[config.mk]
export PLATFORM = sky130hd
export DESIGN_NAME = seq_run_top
export DESIGN_NICKNAME = d
export VERILOG_FILES = /design/src/rtl/seq_pkg.sv /design/src/rtl/seq_id_check.sv /design/src/rtl/seq_frame_cnt.sv /design/src/rtl/seq_cyc_cnt.sv /design/src/rtl/seq_run_top.sv
export SDC_FILE = /design/constraint.sdc
export NUM_CORES = 1
export LEC_CHECK = 0
export CAP_MARGIN = 20
export CORE_AREA = 2 2 134 123
export DETAILED_ROUTE_END_ITERATION = 16
export DIE_AREA = 0 0 136 125
export HOLD_SLACK_MARGIN = 0.1
export PLACE_DENSITY = 0.47
export SLEW_MARGIN = 25
export SYNTH_ARGS = -nofsm -noshare
export SYNTH_HDL_FRONTEND = slang
export SYNTH_HIERARCHICAL = 1
export SYNTH_SLANG_ARGS = --single-unit
[constraint.sdc]
create_clock -name clk_i -period 2.6 [get_ports clk_i]
set_input_delay 0.39 -clock clk_i [delete_from_list [all_inputs] [get_ports clk_i]]
set_output_delay 0.39 -clock clk_i [all_outputs]
set_load 0.02 [all_outputs]
[src/rtl/seq_pkg.sv]
package seq_pkg;
  typedef enum logic [1:0] {
    ST_IDLE,
    ST_ECHO,
    ST_XFER,
    ST_TRAIL
  } seq_state_e;
endpackage

[src/rtl/seq_id_check.sv]
module seq_id_check #(
  parameter int W      = 8,
  parameter int ID_MIN = 1,
  parameter int ID_MAX = 8
) (
  input  logic [W-1:0] id_i,
  output logic         ok_o
);
  localparam logic [W-1:0] LO = W'(ID_MIN);
  localparam logic [W-1:0] HI = W'(ID_MAX);

  assign ok_o = (id_i >= LO) && (id_i <= HI);
endmodule

[src/rtl/seq_frame_cnt.sv]
module seq_frame_cnt #(
  parameter int ROWS = 256,
  parameter int COLS = 256
) (
  input  logic clk_i,
  input  logic rst_ni,
  input  logic clr_i,
  input  logic step_i,
  output logic done_o
);
  localparam int RW = (ROWS > 1) ? $clog2(ROWS) : 1;
  localparam int CW = (COLS > 1) ? $clog2(COLS) : 1;
  localparam logic [RW-1:0] ROW_LAST = RW'(ROWS - 1);
  localparam logic [CW-1:0] COL_LAST = CW'(COLS - 1);

  logic [RW-1:0] row_q;
  logic [CW-1:0] col_q;
  logic          done_q;

  always_ff @(posedge clk_i or negedge rst_ni) begin
    if (!rst_ni) begin
      row_q  <= '0;
      col_q  <= '0;
      done_q <= 1'b0;
    end else if (clr_i) begin
      row_q  <= '0;
      col_q  <= '0;
      done_q <= 1'b0;
    end else if (step_i && !done_q) begin
      if (col_q == COL_LAST) begin
        col_q <= '0;
        if (row_q == ROW_LAST) begin
          row_q  <= '0;
          done_q <= 1'b1;
        end else begin
          row_q <= row_q + 1'b1;
        end
      end else begin
        col_q <= col_q + 1'b1;
      end
    end
  end

  assign done_o = done_q;

  AST_COL_BOUND: assert property (@(posedge clk_i) disable iff (!rst_ni)
    col_q <= COL_LAST);
  AST_ROW_BOUND: assert property (@(posedge clk_i) disable iff (!rst_ni)
    row_q <= ROW_LAST);
  AST_DONE_STICKY: assert property (@(posedge clk_i) disable iff (!rst_ni)
    done_q && !clr_i |=> done_q);
endmodule

[src/rtl/seq_cyc_cnt.sv]
module seq_cyc_cnt #(
  parameter int W = 32
) (
  input  logic         clk_i,
  input  logic         rst_ni,
  input  logic         clr_i,
  input  logic         en_i,
  output logic [W-1:0] cnt_o
);
  logic [W-1:0] cnt_q;

  // no wrap handling: a run stays far below 2^W cycles
  always_ff @(posedge clk_i or negedge rst_ni) begin
    if (!rst_ni)     cnt_q <= '0;
    else if (clr_i)  cnt_q <= '0;
    else if (en_i)   cnt_q <= cnt_q + 1'b1;
  end

  assign cnt_o = cnt_q;

  AST_CNT_STEP: assert property (@(posedge clk_i) disable iff (!rst_ni)
    en_i && !clr_i |=> cnt_o == W'($past(cnt_o) + 1'b1));
  AST_CNT_HOLD: assert property (@(posedge clk_i) disable iff (!rst_ni)
    !en_i && !clr_i |=> $stable(cnt_o));
  AST_CNT_CLR: assert property (@(posedge clk_i) disable iff (!rst_ni)
    clr_i |=> cnt_o == '0);
endmodule

[src/rtl/seq_run_top.sv]
module seq_run_top
  import seq_pkg::*;
#(
  parameter int ROWS   = 256,
  parameter int COLS   = 256,
  parameter int CNT_W  = 32,
  parameter int ID_MIN = 1,
  parameter int ID_MAX = 8
) (
  input  logic       clk_i,
  input  logic       rst_ni,
  input  logic       rx_valid_i,
  input  logic [7:0] rx_data_i,
  output logic       rx_ready_o,
  output logic       tx_valid_o,
  output logic [7:0] tx_data_o,
  input  logic       tx_ready_i,
  output logic [7:0] flt_id_o,
  output logic       flt_run_o,
  input  logic       flt_busy_i,
  output logic       pix_in_valid_o,
  output logic [7:0] pix_in_data_o,
  input  logic       pix_in_ready_i,
  input  logic       pix_out_valid_i,
  input  logic [7:0] pix_out_data_i,
  output logic       pix_out_ready_o
);
  localparam int TRL_BYTES = CNT_W / 8;
  localparam int TRL_W     = (TRL_BYTES > 1) ? $clog2(TRL_BYTES) : 1;
  localparam logic [TRL_W-1:0] TRL_LAST = TRL_W'(TRL_BYTES - 1);

  seq_state_e       st_q;
  logic [7:0]       id_q;
  logic [TRL_W-1:0] trl_idx_q;
  logic             id_ok;
  logic             in_done, out_done;
  logic             rx_take, tx_take, in_take, out_take;
  logic             echo_take, cyc_en;
  logic [CNT_W-1:0] cyc_cnt, trl_sh;

  seq_id_check #(.W(8), .ID_MIN(ID_MIN), .ID_MAX(ID_MAX)) i_id_check (
    .id_i (rx_data_i),
    .ok_o (id_ok)
  );

  seq_frame_cnt #(.ROWS(ROWS), .COLS(COLS)) i_in_cnt (
    .clk_i  (clk_i),
    .rst_ni (rst_ni),
    .clr_i  (echo_take),
    .step_i (in_take),
    .done_o (in_done)
  );

  seq_frame_cnt #(.ROWS(ROWS), .COLS(COLS)) i_out_cnt (
    .clk_i  (clk_i),
    .rst_ni (rst_ni),
    .clr_i  (echo_take),
    .step_i (out_take),
    .done_o (out_done)
  );

  seq_cyc_cnt #(.W(CNT_W)) i_cyc_cnt (
    .clk_i  (clk_i),
    .rst_ni (rst_ni),
    .clr_i  (echo_take),
    .en_i   (cyc_en),
    .cnt_o  (cyc_cnt)
  );

  assign trl_sh = cyc_cnt >> (8 * (TRL_BYTES - 1 - int'(trl_idx_q)));

  always_comb begin
    rx_ready_o      = 1'b0;
    tx_valid_o      = 1'b0;
    tx_data_o       = 8'h00;
    pix_in_valid_o  = 1'b0;
    pix_out_ready_o = 1'b0;
    unique case (st_q)
      ST_IDLE: rx_ready_o = 1'b1;
      ST_ECHO: begin
        tx_valid_o = 1'b1;
        tx_data_o  = id_q;
      end
      ST_XFER: begin
        pix_in_valid_o  = rx_valid_i && !in_done;
        rx_ready_o      = pix_in_ready_i && !in_done;
        tx_valid_o      = pix_out_valid_i && !out_done;
        tx_data_o       = pix_out_data_i;
        pix_out_ready_o = tx_ready_i && !out_done;
      end
      ST_TRAIL: begin
        tx_valid_o = 1'b1;
        tx_data_o  = trl_sh[7:0];
      end
      default: ;
    endcase
  end

  assign pix_in_data_o = rx_data_i;
  assign rx_take   = rx_valid_i && rx_ready_o;
  assign tx_take   = tx_valid_o && tx_ready_i;
  assign in_take   = (st_q == ST_XFER) && pix_in_valid_o && pix_in_ready_i;
  assign out_take  = (st_q == ST_XFER) && pix_out_valid_i && pix_out_ready_o;
  assign echo_take = (st_q == ST_ECHO) && tx_ready_i;
  assign cyc_en    = (st_q == ST_XFER) && flt_busy_i && !out_done;

  always_ff @(posedge clk_i or negedge rst_ni) begin
    if (!rst_ni) begin
      st_q      <= ST_IDLE;
      id_q      <= 8'h00;
      trl_idx_q <= '0;
    end else begin
      unique case (st_q)
        ST_IDLE:
          if (rx_take && id_ok) begin
            id_q <= rx_data_i;
            st_q <= ST_ECHO;
          end
        ST_ECHO:
          if (echo_take) st_q <= ST_XFER;
        ST_XFER:
          if (in_done && out_done) begin
            trl_idx_q <= '0;
            st_q      <= ST_TRAIL;
          end
        ST_TRAIL:
          if (tx_take) begin
            if (trl_idx_q == TRL_LAST) st_q <= ST_IDLE;
            else trl_idx_q <= trl_idx_q + 1'b1;
          end
        default: st_q <= ST_IDLE;
      endcase
    end
  end

  assign flt_id_o  = id_q;
  assign flt_run_o = (st_q == ST_XFER);

  AST_ECHO_ONCE: assert property (@(posedge clk_i) disable iff (!rst_ni)
    st_q == ST_ECHO && tx_ready_i |=> st_q == ST_XFER);
  AST_RUN_ID_RANGE: assert property (@(posedge clk_i) disable iff (!rst_ni)
    st_q == ST_XFER |-> id_q >= 8'(ID_MIN) && id_q <= 8'(ID_MAX));
  AST_NO_RX_OUTSIDE: assert property (@(posedge clk_i) disable iff (!rst_ni)
    (st_q == ST_ECHO || st_q == ST_TRAIL) |-> !rx_ready_o && !pix_in_valid_o);
  AST_BAD_ID_IDLE: assert property (@(posedge clk_i) disable iff (!rst_ni)
    st_q == ST_IDLE && rx_valid_i && !id_ok |=> st_q == ST_IDLE && $stable(id_q));
  AST_TRAIL_FROZEN: assert property (@(posedge clk_i) disable iff (!rst_ni)
    st_q == ST_TRAIL |=> $stable(cyc_cnt));
  AST_TX_HOLD: assert property (@(posedge clk_i) disable iff (!rst_ni)
    (st_q != ST_XFER) && tx_valid_o && !tx_ready_i |=> tx_valid_o && $stable(tx_data_o));
endmodule

Yosys cells after proc, flatten, opt, wreduce, memory -nomap -nowiden
Cells that the tools add are included.

operators by class
  equality and inequality tests = 14
  magnitude comparators = 2
  $add $sub $neg = 7
  reduce and logical (&&, ||, !) cells = 37
  mux-type cells = 39
  shift-type cells = 1

operators with widths
  kind                                                  count
  2-to-1 mux 8 bit                                      14
  2-to-1 mux 32 bit                                     2
  adder 32 x 1 -> 32 bit (second input constant)        1
  adder 8 x 1 -> 8 bit (second input constant)          4
  == test 8 bit (second input constant)                 4
  >> shifter 32 x 32 -> 8 bit                           1
  case mux 8 bit (3 select lines)                       1
  logical AND 1 bit                                     18
  2-to-1 mux 2 bit                                      8
  nonzero test 2 bit                                    8
  2-to-1 mux 1 bit                                      10
  inequality test 2 bit (second input constant)         5
  >= comparator 8 x 1 -> 1 bit (second input constant)  1
  <= comparator 8 x 4 -> 1 bit (second input constant)  1
  case mux 2 bit (4 select lines)                       1
  == test 2 bit (second input constant)                 3
  AND reduction 2 bit                                   3
  AND reduction 3 bit                                   2
  AND reduction 5 bit                                   1
  case mux 1 bit (2 select lines)                       2
  case mux 2 bit (2 select lines)                       1
  AND reduction 4 bit                                   1
  subtractor 2 x 2 -> 3 bit (first input constant)      1
  adder 2 x 1 -> 2 bit (second input constant)          1
  5 further kinds                                       6

word-level totals
  logic and storage cells = 110
  input port bits = 23
  output and inout port bits = 29
  register bits = 78

Logic depth before layout (Yosys ltp)
Gate-level depths: netlist (run 1).

  depth in word-level cells = 8
  mapped depth = 11
  gate-level depth less buffers = 8

Hierarchy
Netlist (run 1), hierarchy kept.

modules (own cells, without submodules)
  module         sequential area each (sq um)  instances  cells each  area each (sq um)
  seq_frame_cnt  425.4                         2          95          912.1
  seq_cyc_cnt    800.8                         1          176         1680.4
  seq_run_top    300.3                         1          93          1083.5
  seq_id_check   0.0                           1          4           27.5

Worst setup path after synthesis (run 1)
OpenSTA, ideal clock, no wires.

  path type = reg2reg
  from = register st_q[0]
  to = register i_cyc_cnt.cnt_q[27], in the netlist i_cyc_cnt/cnt_o[27]
  cell stages (with the launch flop) = 11
  clock period less this slack = 2684 ps
  arrival time = 2606 ps
  required time = 2522 ps
  buffers on the path = 2
  slack = -84 ps
  setup time = 78 ps
  cells stage by stage = dfrtp_1 inv_1 ha_1 nor2b_1 and2_1 buf_4 o2111ai_4 or3_1 clkbuf_2 or4_1 a21oi_1

between the ends
  word-level cells in the longest chain between the ends = 4
  elaborated cells between the ends (all ways) = 7
  classes of those cells = 2 x eq/ne; 1 x mux; 4 x reduce/logical

RTL lines
  element                              RTL line            RTL
  start: declaration                   seq_run_top.sv:32   seq_state_e st_q;
  start signal: assignment             seq_run_top.sv:109  st_q <= ST_IDLE;
  start signal: assignment             seq_run_top.sv:117  st_q <= ST_ECHO;
  start signal: assignment             seq_run_top.sv:120  if (echo_take) st_q <= ST_XFER;
  == test 2 bit                        -
  via flt_run_o                        seq_run_top.sv:19   output logic flt_run_o,
  logical AND 1 bit (2 in series)      seq_run_top.sv:105  assign cyc_en = (st_q == ST_XFER) && flt_busy_i && !out_done;
  via cyc_en                           seq_run_top.sv:38   logic echo_take, cyc_en;
  nonzero test 2 bit (no source line)  -
  end signal: assignment               seq_cyc_cnt.sv:16   else if (en_i) cnt_q <= cnt_q + 1'b1;
  end: declaration                     seq_cyc_cnt.sv:10   logic [W-1:0] cnt_q;

The timed path passes the listed nets, and every way through them passes these cells.
A chain may end at the register's enable or synchronous reset.

Final worst setup path (run 1)
  from = register st_q[0]
  to = output port pix_out_ready_o

between the ends
  word-level cells in the longest chain between the ends = 2

RTL lines
  element           RTL line           RTL
  == test 2 bit     seq_run_top.sv:78  unique case (st_q)
  2-to-1 mux 1 bit  seq_run_top.sv:78
  end: declaration  seq_run_top.sv:26  output logic pix_out_ready_o

Every way passes these cells.

==> summary by stage, run 1 <==
Yosys
Multiplexer cells account for just under 8% of the synthesized area. The register area share after synthesis is a little over two fifths. The largest family of logic cells by synthesized area is simple AND/OR/NAND/NOR gates. The number of nets handed over by synthesis was between 400 and 500. The flip-flop and latch count after synthesis is 78. The number of enable-type register cells in the synthesized netlist is 0. Counting flops with an async set or reset pin after synthesis yields a share of 100%. The number of distinct library cells after synthesis is 58.

The most used flip-flop cell after synthesis is sky130_fd_sc_hd__dfrtp_1. Yosys printed 6 warnings. The cell area that synthesis handed to floorplanning was around 4600 µm². Synthesis produced approximately 460 cells.

The area share of xor/xnor cells in the synthesized design is under 10%. The post-synthesis adder-cell area fraction is between 2 and 3%. The synthesized netlist devotes a little under a quarter of its cell area to simple gates. The average instance area after synthesis is between 9 and 10 µm². The synthesized netlist devotes between 10% and 20% of its cell area to compound gates.

Floorplanning
The number of standard-cell rows in the floorplan is 44. The total core area is between 15000 and 20000 µm². The width of the chip is between 100 and 150 µm. The floorplan die area is 17000 µm². The height of the die is about 130 µm. The initial utilization of the core area, before any placement, comes to between 20% and 30%.

For this design the top-level I/O count stands at 52.

Worst setup path
The category of the worst setup path launch point is a flop. Data arrives at the worst endpoint at roughly 2 ns. The maximum net fanout on the critical path is 3.

STA puts the critical path data required time at between 2 and 2.5 ns. By startpoint and endpoint, the worst setup path is classified as flop to output port. The worst setup path is captured at an output port.

Clocking
After clock tree synthesis, the clock-pin slew on the worst setup and hold paths is around 0.06 ns. The clock network latency to the later pin of the worst-skew pair is around 0.34 ns. The worst-case clock buffer depth is 2.

In this run, CTS created clock tree buffers numbering 9. The cell sitting at the root of the clock tree is a sky130_fd_sc_hd__clkbuf_16. The clock tree synthesis step divided the H-tree into 3 levels. The tree built by TritonCTS fans out to 78 sinks. The total of hold buffers inserted after clock tree synthesis is 0. The clock tree from TritonCTS is done.

Power and ir drop
The static leakage is 2.43 nW. Power spread over the standard cell area amounts to ~710 nW/µm². The power consumption is roughly 4.1 mW. IR analysis of the VDD net gives a maximum drop of approximately 350 µV.

Final layout
In the final layout, the multi-input gates occupy about 2400 µm². The layout overhead on the synthesized area is 25.0%. 0 antenna diodes ended up in the layout.

After routing the design area is 5770 µm². The most common cell after layout, fill and taps aside is sky130_fd_sc_hd__dfrtp_1. The sequential standard cell area is a little under 2000 µm².

In the layout the commonest cells are 77 x sky130_fd_sc_hd__dfrtp_1, 51 x sky130_fd_sc_hd__nor2_1, 39 x sky130_fd_sc_hd__clkdlybuf4s50_1. The layout has roughly 1600 filler cells. The final layout contains 562 nets. The fraction of layout instances using a drive strength above 1 is roughly 17%.

Placement
The placed instances occupy a cell area of around 5400 µm². The count of buffers added on input and output ports is 51. The minimum setup slack after placement is -0.0400 ns.

The detailed placement HPWL is 8540 µm. The placer's final routability congestion estimate is approximately 0.75.

Route
After the first detailed-routing iteration, the DRC count stood at between 200 and 250. The residual DRC count is 0. The total wire length after detailed routing is between 10000 and 15000 µm.

The routed layout has roughly 3800 vias. The antenna violation net count after detailed routing is 0. Dividing the detail-routed via count by the number of cells gives roughly 5.1. Dividing the detail-routed wire length by the instance count gives 15.9 µm. The first detailed-routing pass took 5 iterations.

GRT
The number of antenna violations at the first check in global routing is 0. Global routing consumed, over all layers together, between 10% and 20% of the routing resources. The largest net degree at the start of global routing is between 40 and 50.

The residual overflow from global routing is 0. The number of global-route vias before repair is roughly 4000. The first global-routing pass estimated ~20000 µm of wire.

Outcome
The run finished with clean final reports.

Timing
The slew at the pin with the worst max-slew slack is about 0.65 ns. The worst max-slew margin expressed relative to the limit is about 57%. The routed design could run at a clock period as short as ~2.4 ns. The worst-case clock skew is 0.00717 ns. Derived from the worst setup path, the maximum achievable clock frequency is between 400 and 500 MHz. The ratio of final minimum period to clock period is between 90% and 100%. The least setup slack across all paths after layout is approximately 0.18 ns. The number of failing hold endpoints at the final stage came to 0. Setup repair after global routing left no endpoint under its margin. The final number of setup-violating endpoints is 0.

On the final layout, the worst hold slack is 0.0810 ns. The max-slew violation count is 0.

Hold path
The tightest min-delay check is of the primary input to async pin type.

Run
Across the run, the number of max-cap violations was 0.
==> worst max-delay path, cell delays in order (launching register included) <==
cell and delay (ns):
sky130_fd_sc_hd__dfrtp_1 0.39, sky130_fd_sc_hd__inv_2 0.10, sky130_fd_sc_hd__ha_4 0.13, sky130_fd_sc_hd__nor2b_1 0.16, sky130_fd_sc_hd__buf_4 0.15, sky130_fd_sc_hd__and2_1 0.16
sky130_fd_sc_hd__clkdlybuf4s50_1 0.61
==> cell families (layout without fill, tap and decap cells) <==
family,after synthesis,count (layout)
simple gates,192,192
compound gates,87,87
flops,78,78
buf+inv,44,115
xor+xnor,27,27
mux,25,25
fa+ha+maj,10,10
==> metrics by stage <==
step / utilization, % / setup TNS (ns) / cells
floorplan: - / 0 / 463
finish: 36.7 / 0 / 741
detailed placement: 34.5 / -0.0944 / 720
global placement: 34.5 / -0.0255 / 720
global route: 36.7 / 0 / 741
CTS: 36.4 / 0 / 738
==> registers in the layout (all words and copies together), names as in the netlist <==
register          flops
trl_idx_q             2
i_in_cnt/col_q        8
i_cyc_cnt/cnt_o      32
i_out_cnt/col_q       8
i_in_cnt/row_q        8
st_q                  2
i_out_cnt/row_q       8
i_out_cnt/done_o      1
i_in_cnt/done_o       1
flt_id_o              8
==> layout make-up <==
cell class,count,area share (%)
clock inverter,5,0.585
clock buffer,11,4.38
multi-input combinational,341,42.4
tap,207,4.49
inverter,14,0.910
sequential,78,33.8
timing repair buffer,85,13.4
==> routing by layer <==
layer | global-route usage, % | share of wire (%) | routed length, µm
met5 | 0 | 0 | 0
met4 | 3.92 | 1.2 | 144
met3 | 3.49 | 3.2 | 376
met2 | 23.1 | 48 | 5620
met1 | 20.7 | 48 | 5670
==> power by group <==
group,switching [mW],internal (mW)
combinational,0.754,0.630
sequential,0.147,1.33
clock,0.518,0.697
total,1.42,2.66
==> timing repair <==
action	in CTS	in global routing
hold endpoints to repair	0	0
endpoints found under the setup margin	8	20
buffers inserted	2	3
pin swaps	0	0
gates resized for setup	9	9
==> synth_stat cells (all sizes together), types with 13 or more instances <==
library cell,count,share of area [%]
nand4,14,2.5
nand3,15,2.2
or3,13,1.8
buf,18,2.9
a21oi,36,3.9
xnor2,13,2.5
nand2,34,2.8
nor2,51,4.1
inv,14,1.1
xor2,14,2.7
o31ai,14,2.3
dfrtp,78,42
or4,16,2.6
==> final timing paths <==
check                                   startpoint                               to  slack [ns]  cells past startpoint
max reg2reg                    st_q[0]$_DFFE_PN0P_  i_cyc_cnt/cnt_o[26]$_DFFE_PN0P_        0.22                      9
max                            st_q[0]$_DFFE_PN0P_                  pix_out_ready_o        0.18                      6
max in group asynchronous                   rst_ni         trl_idx_q[0]$_DFFE_PN0P_        1.88                      2
min                                         rst_ni   i_out_cnt/col_q[4]$_DFFE_PN0P_        0.08                      1
min in group clk_i         flt_id_o[0]$_DFFE_PN0P_          flt_id_o[0]$_DFFE_PN0P_        0.53                      1
min reg2reg                flt_id_o[0]$_DFFE_PN0P_          flt_id_o[0]$_DFFE_PN0P_        0.53                      1
(Power assumes the default switching activity.)
==> run 2, diff against run 1 <==
==> constraint.sdc (replaced) <==
create_clock -name clk_i -period 2.6 [get_ports clk_i]
set_input_delay 0.78 -clock clk_i [delete_from_list [all_inputs] [get_ports clk_i]]
set_output_delay 0.78 -clock clk_i [all_outputs]
set_load 0.02 [all_outputs]
==> summary by stage, run 2 (synthesis gave the netlist of run 1 again) <==
Outcome
The flow ran to the end, but the final reports show violations. The final reports fail on negative setup slack.

Worst setup path
The worst register-to-register path ends at i_cyc_cnt/cnt_o[24]$_DFFE_PN0P_. The maximum net fanout on the critical path is 9 (+6). The category of the worst setup path launch point is a flop. The maximum cell stage delay along the critical path is 0.53 ns (-0.08 ns).

The worst register-to-register path begins at st_q[0]$_DFFE_PN0P_. The required time of the critical path is 1.82 ns (-0.39 ns). The reg-to-reg setup timing slack was 0.15 ns (-0.07 ns). The depth of the worst register-to-register path is 9 (unchanged). The critical path is of the flop to output port type. STA classifies the critical path endpoint as an output port.

On the critical path, the stage with the largest delay is an instance of sky130_fd_sc_hd__mux4_2. The worst endpoint data arrival time is 1.90 ns (-0.13 ns). Walking the worst path, the cells encountered are buf_12, mux4_2, a222oi_1, nor2_1, buf_2.

Placement
The detailed placement HPWL is 8910 µm (+4.3%). The minimum setup slack after placement is -0.437 ns (-0.397 ns). The number of buffers added on ports is 51 (unchanged). The placer's final routability congestion estimate came to 0.810 (+7.6%).

Route
The detailed route wirelength on metal3 was 355 µm (-5.6%). The average via count per standard cell came to 5.07 (-1.0%). The number of optimization iterations in the first detailed-route pass came to 5 (unchanged). The residual DRC count is 0 (unchanged). The highest metal layer used by the detailed router is met4.

The via count came to 3988 (+5.1%). The total wire length after detailed routing is 12400 µm (+4.7%). The antenna violation net count after detailed routing is 0 (unchanged). The wire length per cell is 15.7 µm (-1.4%). The post-route met1 wirelength came to 5830 µm (+2.8%). The met2 routed wirelength is 5910 µm (+5.1%).

The violation count after the first detailed-routing iteration is 194 (-5.8%).

Hold path
The class of the worst hold path is primary input to async pin.

GRT
The residual overflow from global routing is 0 (unchanged). The wire length of the first global-routing pass was 20800 µm (+2.3%). The number of global-route vias before repair is 4083 (+5.1%). The number of antenna violations at the first check in global routing is 0 (unchanged).

The largest net degree at the start of global routing is 35 (-27%). The total global routing track utilization is 15.4% (+0.57 points).

Timing
The worst max-slew margin expressed relative to the limit is 61.5% (+4.5 points). Setup repair after global routing could not meet its margin everywhere. The max-slew violation count is 0 (unchanged). The final period demand of the worst path is 2.68 ns (+0.258 ns). The highest clock rate is 373 MHz (-9.6%). The final number of setup-violating endpoints is 8 (+8).

The least setup slack across all paths after layout is -0.0786 ns (-0.258 ns). The ratio of final minimum period to clock period came to 103% (+9.9 points). The number of failing hold endpoints at the final stage came to 0 (unchanged). The worst-case clock skew is 0.00478 ns (-0.00239 ns). The slew at the pin with the worst max-slew slack is 0.578 ns (-0.0682 ns).

Final layout
The layout overhead on the synthesized area is 34.4%. The post-layout utilization of the core came to 39.4% (+2.7 points). The flip-flop count of the largest register, all copies and words added came to 32 (unchanged). The fraction of layout instances using a drive strength above 1 is 25.9% (+9.2 points).

The library cell used most frequently in the layout, excluding fill and tap cells, is sky130_fd_sc_hd__dfrtp_1. The number of nets in the layout is 608 (+8.2%). The final antenna diode count is 0 (unchanged). In the layout the commonest cells are 78 x sky130_fd_sc_hd__dfrtp_1, 75 x sky130_fd_sc_hd__buf_4, 51 x sky130_fd_sc_hd__nor2_1. The final-layout fill cell count came to 1610 (+0.19%).

Power and ir drop
The ratio of total power to cell area was 737 nW/µm² (+4.2%). The static leakage is 2.70 nW (+11%). The maximum vdd ir drop is 431 µV (+24%).

Floorplanning
The initial core utilization came to 29.3% (unchanged). The height of the die is 125 µm (unchanged). The number of ports placed on the die boundary is 52 (unchanged). The width of the chip is 136 µm (unchanged).

The floorplan die area is 17000 µm² (unchanged). The number of standard-cell rows in the floorplan is 44 (unchanged). The total core area is 15700 µm² (unchanged).

Clocking
The post-CTS clock slew at the launch and capture registers of the worst setup and hold paths is 0.06 ns (about the same). The H-tree depth is 3 (unchanged). The clock network latency to the later pin of the worst-skew pair is 0.35 ns (about the same).

The total of hold buffers inserted after clock tree synthesis is 0 (unchanged). The root buffer selected by CTS is sky130_fd_sc_hd__clkbuf_16. The total clock sinks is 78 (unchanged).

The total CTS buffers is 9 (unchanged). The clock tree from TritonCTS is done. The worst-case clock buffer depth came to 2 (unchanged).

Run
The number of maximum-capacitance violations is 0 (unchanged).
-- run 2: cell type report --
class | count | area (µm²) | area share (%)
sequential | 78 | 1950 | 31.5
tap | 207 | 259 | 4.17
clock inverter | 3 | 90.1 | 1.45
clock buffer | 13 | 260 | 4.19
multi-input combinational | 341 | 2480 | 40.0
inverter | 14 | 52.6 | 0.847
timing repair buffer | 131 | 1110 | 17.9
-- run 2: stage by stage --
step | hold slack (ns) | cell area, µm² | cells | power (mW) | TNS, ns
3_3_place_gp | 0.512 | 5840 | 769 | 3.07 | -12.00
6_report | 0.387 | 6200 | 787 | 4.57 | -0.373
5_1_grt | 0.419 | 6200 | 787 | 4.82 | -1.12
4_1_cts | 0.395 | 6160 | 786 | 4.60 | -0.675
3_5_place_dp | 0.520 | 5840 | 769 | 3.09 | -13.04
2_1_floorplan | 0.484 | 4630 | 463 | 2.38 | 0
-- run 2: report_power, final --
group / leakage, nW / switching (mW) / internal (mW)
sequential: 1.07 / 0.129 / 1.33
combinational: 1.46 / 0.824 / 0.780
clock: 0.170 / 0.513 / 0.992
total: 2.70 / 1.47 / 3.11
-- run 2: per-layer routing --
metal / vias up / global-route usage (%)
met1: 1979 / 20.6
met2: 56 / 23.9
met4: 0 / 6.74
met3: 16 / 3.57
met5: - / 0
li1: 1937 / -
-- run 2: worst max path at each step --
stage / startpoint / endpoint / slack, ns
after floorplan: st_q[0]$_DFFE_PN0P_ / i_cyc_cnt/cnt_o[27]$_DFFE_PN0P_ / 0.05
after global placement: tx_ready_i / i_cyc_cnt/cnt_o[27]$_DFFE_PN0P_ / -0.38
after detailed placement: tx_ready_i / i_cyc_cnt/cnt_o[25]$_DFFE_PN0P_ / -0.44
after CTS: trl_idx_q[0]$_DFFE_PN0P_ / tx_data_o[3] / -0.13
after global routing: trl_idx_q[0]$_DFFE_PN0P_ / tx_data_o[5] / -0.18
final: trl_idx_q[0]$_DFFE_PN0P_ / tx_data_o[3] / -0.08
-- run 2: worst max-delay path, delay by kind of cell (launching register included) --
family / cells / cell delay (ns)
AO/OA/AOI/OAI: 1 / 0.26
buffers and inverters: 2 / 0.32
flip-flops: 1 / 0.37
multiplexers: 1 / 0.53
AND/OR/NAND/NOR: 1 / 0.08
-- run 2: repair_timing --
item,in CTS,in global routing
resized for setup,63,11
gates cloned,0,0
pin swaps,5,9
setup buffers,1,1
endpoints found under the setup margin,34,25
